`src/rtl/mvs_pkg.sv`:
```
package mvs_pkg;

    localparam int INSTR_W   = 32;
    localparam int SRC_W     = 5;
    localparam int IDX_BASE  = 8;

    typedef enum logic [1:0] {
        ES_16 = 2'd0,
        ES_32 = 2'd1,
        ES_64 = 2'd2
    } esize_e;

    typedef enum logic [1:0] {
        ST_IDLE = 2'd0,
        ST_RUN  = 2'd1,
        ST_NACK = 2'd2
    } seq_state_e;

    typedef struct packed {
        logic             match;
        logic             undef;
        logic             four;
        esize_e           esize;
        logic [SRC_W-1:0] src1;
        logic [SRC_W-1:0] src2;
        logic [2:0]       off;
    } dec_t;

    // Fixed opcode bits; bit 10 and bit 22 together are handled by the decoder.
    function automatic logic opcode_ok(input logic [INSTR_W-1:0] w);
        return (w[31:23] == 9'b110000010) && w[21] && !w[15] &&
               (w[12:11] == 2'b11) && !w[4] && !w[3];
    endfunction

    function automatic logic [3:0] idx_reg_num(input logic [1:0] sel);
        return 4'(IDX_BASE) + {2'b00, sel};
    endfunction

endpackage

```
`src/rtl/mvs_decode.sv`:
```
module mvs_decode
    import mvs_pkg::*;
(
    input  logic [INSTR_W-1:0] instr_i,
    input  logic               feat_base_i,
    input  logic               feat_f64_i,
    input  logic               feat_f16_i,
    output dec_t               dec_o
);

    logic half;
    logic dbl;
    logic match;

    always_comb begin
        half  = instr_i[10];
        dbl   = instr_i[22];
        match = opcode_ok(instr_i) && !(half && dbl);

        dec_o.match = match;
        dec_o.undef = match && (!feat_base_i ||
                                (half && !feat_f16_i) ||
                                (!half && dbl && !feat_f64_i));
        dec_o.four  = instr_i[20];
        dec_o.esize = half ? ES_16 : (dbl ? ES_64 : ES_32);
        dec_o.src1  = instr_i[9:5];
        dec_o.src2  = {1'b0, instr_i[19:16]};
        dec_o.off   = instr_i[2:0];
    end

endmodule

```
`src/rtl/mvs_row_base.sv`:
```
module mvs_row_base #(
    parameter int VL_W  = 9,
    parameter int ROW_W = 5
) (
    input  logic [VL_W-1:0]  vl_bytes_i,
    input  logic             four_i,
    input  logic [31:0]      idx_val_i,
    input  logic [2:0]       off_i,
    output logic [ROW_W-1:0] stride_o,
    output logic [ROW_W-1:0] row0_o
);

    localparam int ROW_BYTES_SH = 3;

    logic [VL_W-1:0]  rows;
    logic [VL_W-1:0]  stride_full;
    logic [31:0]      sum;
    logic [ROW_W-1:0] mask;
    logic             unused_hi;

    always_comb begin
        rows        = vl_bytes_i >> ROW_BYTES_SH;
        stride_full = four_i ? (rows >> 2) : (rows >> 1);
        stride_o    = stride_full[ROW_W-1:0];
        mask        = stride_o - ROW_W'(1);
        sum         = idx_val_i + {29'd0, off_i};
        row0_o      = sum[ROW_W-1:0] & mask;
    end

    assign unused_hi = ^{stride_full[VL_W-1:ROW_W], sum[31:ROW_W]};

endmodule

```
`src/rtl/mvs_step_ctrl.sv`:
```
module mvs_step_ctrl
    import mvs_pkg::*;
#(
    parameter int ROW_W = 5
) (
    input  logic             clk,
    input  logic             rst,
    input  logic             start_i,
    input  dec_t             dec_i,
    input  logic [ROW_W-1:0] stride_i,
    input  logic [ROW_W-1:0] row0_i,
    output logic             busy_o,
    output logic             step_valid_o,
    output logic             step_last_o,
    output logic [SRC_W-1:0] src1_o,
    output logic [SRC_W-1:0] src2_o,
    output logic [ROW_W-1:0] row_o,
    output esize_e           esize_o,
    output logic             undef_o
);

    seq_state_e       st_q;
    logic [1:0]       cnt_q;
    logic [1:0]       last_q;
    logic [ROW_W-1:0] stride_q;
    logic             accept;
    logic             unused_off;

    assign unused_off = ^dec_i.off;
    assign accept     = (st_q == ST_IDLE) && start_i;

    always_ff @(posedge clk) begin
        if (rst) begin
            st_q     <= ST_IDLE;
            cnt_q    <= '0;
            last_q   <= '0;
            stride_q <= '0;
            src1_o   <= '0;
            src2_o   <= '0;
            row_o    <= '0;
            esize_o  <= ES_32;
            undef_o  <= 1'b0;
        end else begin
            unique case (st_q)
                ST_IDLE: begin
                    if (start_i) begin
                        if (dec_i.match && !dec_i.undef) begin
                            st_q     <= ST_RUN;
                            cnt_q    <= '0;
                            last_q   <= dec_i.four ? 2'd3 : 2'd1;
                            stride_q <= stride_i;
                            src1_o   <= dec_i.src1;
                            src2_o   <= dec_i.src2;
                            row_o    <= row0_i;
                            esize_o  <= dec_i.esize;
                            undef_o  <= 1'b0;
                        end else begin
                            st_q    <= ST_NACK;
                            undef_o <= dec_i.undef;
                        end
                    end
                end
                ST_RUN: begin
                    if (cnt_q == last_q) begin
                        st_q <= ST_IDLE;
                    end else begin
                        cnt_q  <= cnt_q + 2'd1;
                        src1_o <= src1_o + SRC_W'(1);
                        row_o  <= row_o + stride_q;
                    end
                end
                default: begin
                    st_q    <= ST_IDLE;
                    undef_o <= 1'b0;
                end
            endcase
        end
    end

    assign busy_o       = (st_q != ST_IDLE);
    assign step_valid_o = (st_q == ST_RUN);
    assign step_last_o  = (st_q == ST_RUN) && (cnt_q == last_q);

    AST_LAST_ENDS_RUN: assert property (@(posedge clk) disable iff (rst)
        step_valid_o && step_last_o |=> !step_valid_o);

    AST_SRC2_HELD: assert property (@(posedge clk) disable iff (rst)
        step_valid_o && !step_last_o |=> step_valid_o && $stable(src2_o) && $stable(esize_o));

    AST_SRC1_WRAPS: assert property (@(posedge clk) disable iff (rst)
        step_valid_o && !step_last_o |=> src1_o == $past(src1_o) + 5'd1);

    AST_ROW_STEPS: assert property (@(posedge clk) disable iff (rst)
        step_valid_o && !step_last_o |=> row_o == $past(row_o) + stride_q);

    AST_STRIDE_NONZERO: assert property (@(posedge clk) disable iff (rst)
        accept && dec_i.match && !dec_i.undef |-> stride_i != '0);

    AST_UNDEF_NO_STEP: assert property (@(posedge clk) disable iff (rst)
        undef_o |-> !step_valid_o && busy_o);

    AST_REJECT_ONE_CYCLE: assert property (@(posedge clk) disable iff (rst)
        busy_o && !step_valid_o |=> !busy_o);

    AST_BUSY_IGNORES_START: assert property (@(posedge clk) disable iff (rst)
        step_valid_o && !step_last_o && start_i |=> $stable(src2_o));

endmodule

```
`src/rtl/mvs_row_sequencer.sv`:
```
module mvs_row_sequencer
    import mvs_pkg::*;
#(
    parameter int MAX_VL_BYTES = 256,
    localparam int VL_W     = $clog2(MAX_VL_BYTES) + 1,
    localparam int MAX_ROWS = MAX_VL_BYTES / 8,
    localparam int ROW_W    = $clog2(MAX_ROWS)
) (
    input  logic             clk,
    input  logic             rst,
    input  logic             start_i,
    input  logic [31:0]      instr_i,
    input  logic [31:0]      idx_val_i,
    input  logic [VL_W-1:0]  vl_bytes_i,
    input  logic             feat_base_i,
    input  logic             feat_f64_i,
    input  logic             feat_f16_i,
    output logic [3:0]       idx_reg_o,
    output logic             busy_o,
    output logic             step_valid_o,
    output logic             step_last_o,
    output logic [4:0]       src1_o,
    output logic [4:0]       src2_o,
    output logic [ROW_W-1:0] row_o,
    output logic [1:0]       esize_o,
    output logic             undef_o
);

    dec_t             dec;
    logic [ROW_W-1:0] stride;
    logic [ROW_W-1:0] row0;
    esize_e           esize;

    assign idx_reg_o = idx_reg_num(instr_i[14:13]);

    mvs_decode u_decode (
        .instr_i     (instr_i),
        .feat_base_i (feat_base_i),
        .feat_f64_i  (feat_f64_i),
        .feat_f16_i  (feat_f16_i),
        .dec_o       (dec)
    );

    mvs_row_base #(.VL_W(VL_W), .ROW_W(ROW_W)) u_row_base (
        .vl_bytes_i (vl_bytes_i),
        .four_i     (dec.four),
        .idx_val_i  (idx_val_i),
        .off_i      (dec.off),
        .stride_o   (stride),
        .row0_o     (row0)
    );

    mvs_step_ctrl #(.ROW_W(ROW_W)) u_step_ctrl (
        .clk          (clk),
        .rst          (rst),
        .start_i      (start_i),
        .dec_i        (dec),
        .stride_i     (stride),
        .row0_i       (row0),
        .busy_o       (busy_o),
        .step_valid_o (step_valid_o),
        .step_last_o  (step_last_o),
        .src1_o       (src1_o),
        .src2_o       (src2_o),
        .row_o        (row_o),
        .esize_o      (esize),
        .undef_o      (undef_o)
    );

    assign esize_o = esize;

endmodule

```
`config.mk`:
```
export PLATFORM = sky130hd
export DESIGN_NAME = mvs_row_sequencer
export DESIGN_NICKNAME = d
export VERILOG_FILES = /design/src/rtl/mvs_pkg.sv /design/src/rtl/mvs_decode.sv /design/src/rtl/mvs_row_base.sv /design/src/rtl/mvs_step_ctrl.sv /design/src/rtl/mvs_row_sequencer.sv
export SDC_FILE = /design/constraint.sdc
export NUM_CORES = 1
export LEC_CHECK = 0
export BUFFER_PORTS_ARGS = -buffer_cell sky130_fd_sc_hd__buf_2
export CORE_ASPECT_RATIO = 0.7
export CORE_UTILIZATION = 35
export DETAILED_ROUTE_END_ITERATION = 12
export PLACE_DENSITY = 0.68
export SKIP_CTS_REPAIR_TIMING = 1
export SLEW_MARGIN = 20
export SYNTH_ARGS = -nofsm -noshare
export SYNTH_HDL_FRONTEND = slang
export SYNTH_SLANG_ARGS = --single-unit
export TNS_END_PERCENT = 50
```
`constraint.sdc`:
```
create_clock -name clk -period 2.3 [get_ports clk]
set_input_delay 0.575 -clock clk [delete_from_list [all_inputs] [get_ports clk]]
set_output_delay 0.575 -clock clk [all_outputs]
set_load 0.03 [all_outputs]
```
==> impl_metrics.py <==
metrics = {
    "cells_and_area": {
        "layout-drive-gt1-share_pct": 33.80,
        "synthToLayoutAreaGrowth_pct": 27.71,
        "diodes": 0,
        "nets": 378,
        "final_cells": 356,
        "final_core_util_pct": 47.97,
        "fin_area_um2": 2370,
    },
    "route": {
        "via_count": 1727,
        "firstDrtPassIters": 4,
        "drc": 0,
        "wirelength_um": 4314,
        "drt_iter0_markers": 74,
        "drt-vias-per-instance": 4.851,
        "antenna_left": 0,
        "routedWlPerCell_um": 12.12,
    },
    "outcome": {
        "status": "completed",
    },
    "synth": {
        "synth.top_cell.area_share_pct": 30.21,
        "ys_async_sr_fraction_pct": 0,
        "synthTopCellsByCount": "dfxtp_1 (28), nor2_1 (17), a21oi_1 (15)",
        "synthMostInstantiatedCell": "dfxtp_1",
        "ys_top_cells_by_area": "dfxtp_1 (30%), ha_1 (6.1%), mux2i_1 (4.9%), a21oi_1 (4.0%), xnor2_1 (3.8%)",
        "synth_edf_count": 0,
        "yosysUniqueCellTypes": 48,
        "postSynthAreaPerCell_um2": 8.512,
        "netlist_instances": 218,
        "netlist_area_um2": 1856,
        "yosys.area.top_type": "dfxtp_1",
        "synth-main-ff-cell": "dfxtp_1",
        "synth_seq_cells": 28,
        "ys.warnings.count": 0,
        "ys_seq_area_share_pct": 30.21,
    },
    "floorplanning": {
        "die_y_um": 62.92,
        "core-area_um2": 4940,
        "ios": 104,
        "row_count": 21,
        "die_x_um": 89.03,
        "start_util_pct": 37.56,
        "design.die.area_um2": 5601,
    },
    "power": {
        "finalPower_mw": 1.130,
        "leakage_nw": 1.031,
        "switching_share_pct": 26.71,
        "seqPwrFrac_pct": 44.7,
        "peakVddDrop_mv": 0.3112,
        "pwr-share-comb_pct": 20.8,
        "p_int_uw": 828.1,
        "p_sw_uw": 301.8,
        "power_density_nw_per_um2": 476.8,
        "clkPwrFrac_pct": 34.5,
    },
    "timing": {
        "slew-limit-headroom_pct": 61.57,
        "maxSlewViolCount": 0,
        "rsz0062_at_grt": "no",
        "period_needed_ns": 2.035,
        "timing.final.crit_share_pct": 88.47,
        "setup_viol": 0,
        "max_freq_mhz": 491.4,
        "tightest_slew_ns": 0.5744,
        "final_hold_viol_count": 0,
        "fin_setup_tns_ns": 0,
        "final.setup_skew_ns": 0.01760,
    },
    "global_route": {
        "grt_pass1_wl_um": 6768,
        "grt_pass1_vias": 1481,
        "grt_max_degree": 25,
        "antenna_found_initial": 0,
        "grt_overflow": 0,
        "track_usage_pct": 15.38,
    },
    "critical_path": {
        "crit_start": "instr_i[26]",
        "critPathMaxFanout": 8,
        "crit_type": "input pin to register",
        "startpoint_type": "input pin",
        "reg2reg_from": "u_step_ctrl.row_o[0]",
        "cp.arrival_ns": 2.18,
        "cp-end-kind": "register",
        "worstPathRequired_ns": 2.44,
    },
    "cts": {
        "worstSkewPairLatency_ns": 0.28,
        "cts_tree": "built",
        "cts_max_level": 1,
        "clk_pin_slew_ns": 0.10,
        "ctsRootBufferMaster": "clkbuf_8",
        "clockBufferDepth": 2,
        "cts.sinks": 28,
        "numCtsBuffers": 3,
    },
    "place": {
        "place.gp.congestion": 0.8035,
        "dpl.cell_count": 352,
        "dp_hpwl_um": 3373,
        "numPortBuffers": 65,
        "place_area_um2": 2298,
    },
    "job": {
        "maxCapViolCount": 0,
    },
    "worst_hold_path": {
        "hp-start": "u_step_ctrl.esize_o[1]",
        "min_path_type": "register to register",
    },
}
area by class of cell:
| cell class | count | area, µm² |
|---|---|---|
| fillers | 505 | 2570 |
| multi-input cells | 165 | 1175 |
| flip-flops and latches | 28 | 560.5 |
| repair buffers | 77 | 427.9 |
| well taps | 69 | 86.33 |
| inverters | 13 | 48.80 |
| clock buffers | 3 | 41.29 |
| clock inverters | 1 | 30.03 |
layout by cell type, fill, tap and decap left out, drive strengths merged, types with 4 or more instances in the layout:
master | synthesis | final
buf | 7 | 77
dfxtp | 28 | 28
nor2 | 19 | 19
a21oi | 17 | 17
inv | 13 | 13
nand2 | 13 | 13
o21ai | 13 | 13
nand3 | 10 | 10
mux2i | 9 | 9
ha | 9 | 9
xnor2 | 8 | 8
nor3 | 8 | 8
nor2b | 7 | 7
nand2b | 6 | 6
a211oi | 6 | 6
a311oi | 4 | 4
sequential cells by signal, indices dropped and copies added (netlist names):
name	cells
u_step_ctrl.st_q	2
u_step_ctrl.stride_q	5
u_step_ctrl.esize_o	2
u_step_ctrl.row_o	5
u_step_ctrl.src1_o	5
u_step_ctrl.cnt_q	2
u_step_ctrl.undef_o	1
u_step_ctrl.src2_o	4
u_step_ctrl.last_q	2
cells by family after synthesis:
kind of cell / share of synthesized area, %
AND/OR/NAND/NOR: 26.23
AO/OA/AOI/OAI: 18.21
flip-flops: 30.21
buffers and inverters: 6.676
adder cells (fa/ha/maj): 8.227
XOR/XNOR: 5.193
multiplexers: 4.855
other: 0.4047
final timing paths:
check | cells past startpoint | to | slack (ns)
max | 6 | u_step_ctrl.row_o[4] | 0.27
min | 2 | u_step_ctrl.esize_o[1] | 0.48
max reg2reg | 8 | u_step_ctrl.row_o[4] | 0.46
min reg2reg | 2 | u_step_ctrl.esize_o[1] | 0.48
power by group through the flow:
stage,Sequential [mW],Clock (mW),Combinational [mW]
final,0.505,0.390,0.235
after global routing,0.507,0.427,0.259
after CTS,0.505,0.402,0.237
after detailed placement,0.516,0,0.235
after global placement,0.516,0,0.232
after floorplan,0.531,0,0.133
worst max-delay path, cell delays in order:
cell	delay [ns]
buf_2	0.11
nor4b_4	0.30
nand3_4	0.15
o31a_1	0.38
nor2_1	0.48
a311oi_1	0.18
through the flow:
step           setup slack, ns  hold WS [ns]
5_1_grt                0.09620        0.5066
3_5_place_dp          -0.07751        0.4683
4_1_cts                 0.2307        0.4838
2_1_floorplan          0.04170        0.4676
3_3_place_gp          -0.04832        0.4639
6_report                0.2652        0.4777
routing by layer:
layer,track usage [%],routed length [µm],up-vias
li1,-,-,902
met1,22.54,2232,776
met2,23.17,1813,44
met3,3.567,247,5
met4,2.381,21,0
met5,0,0,-
(Power assumes the default switching activity.)
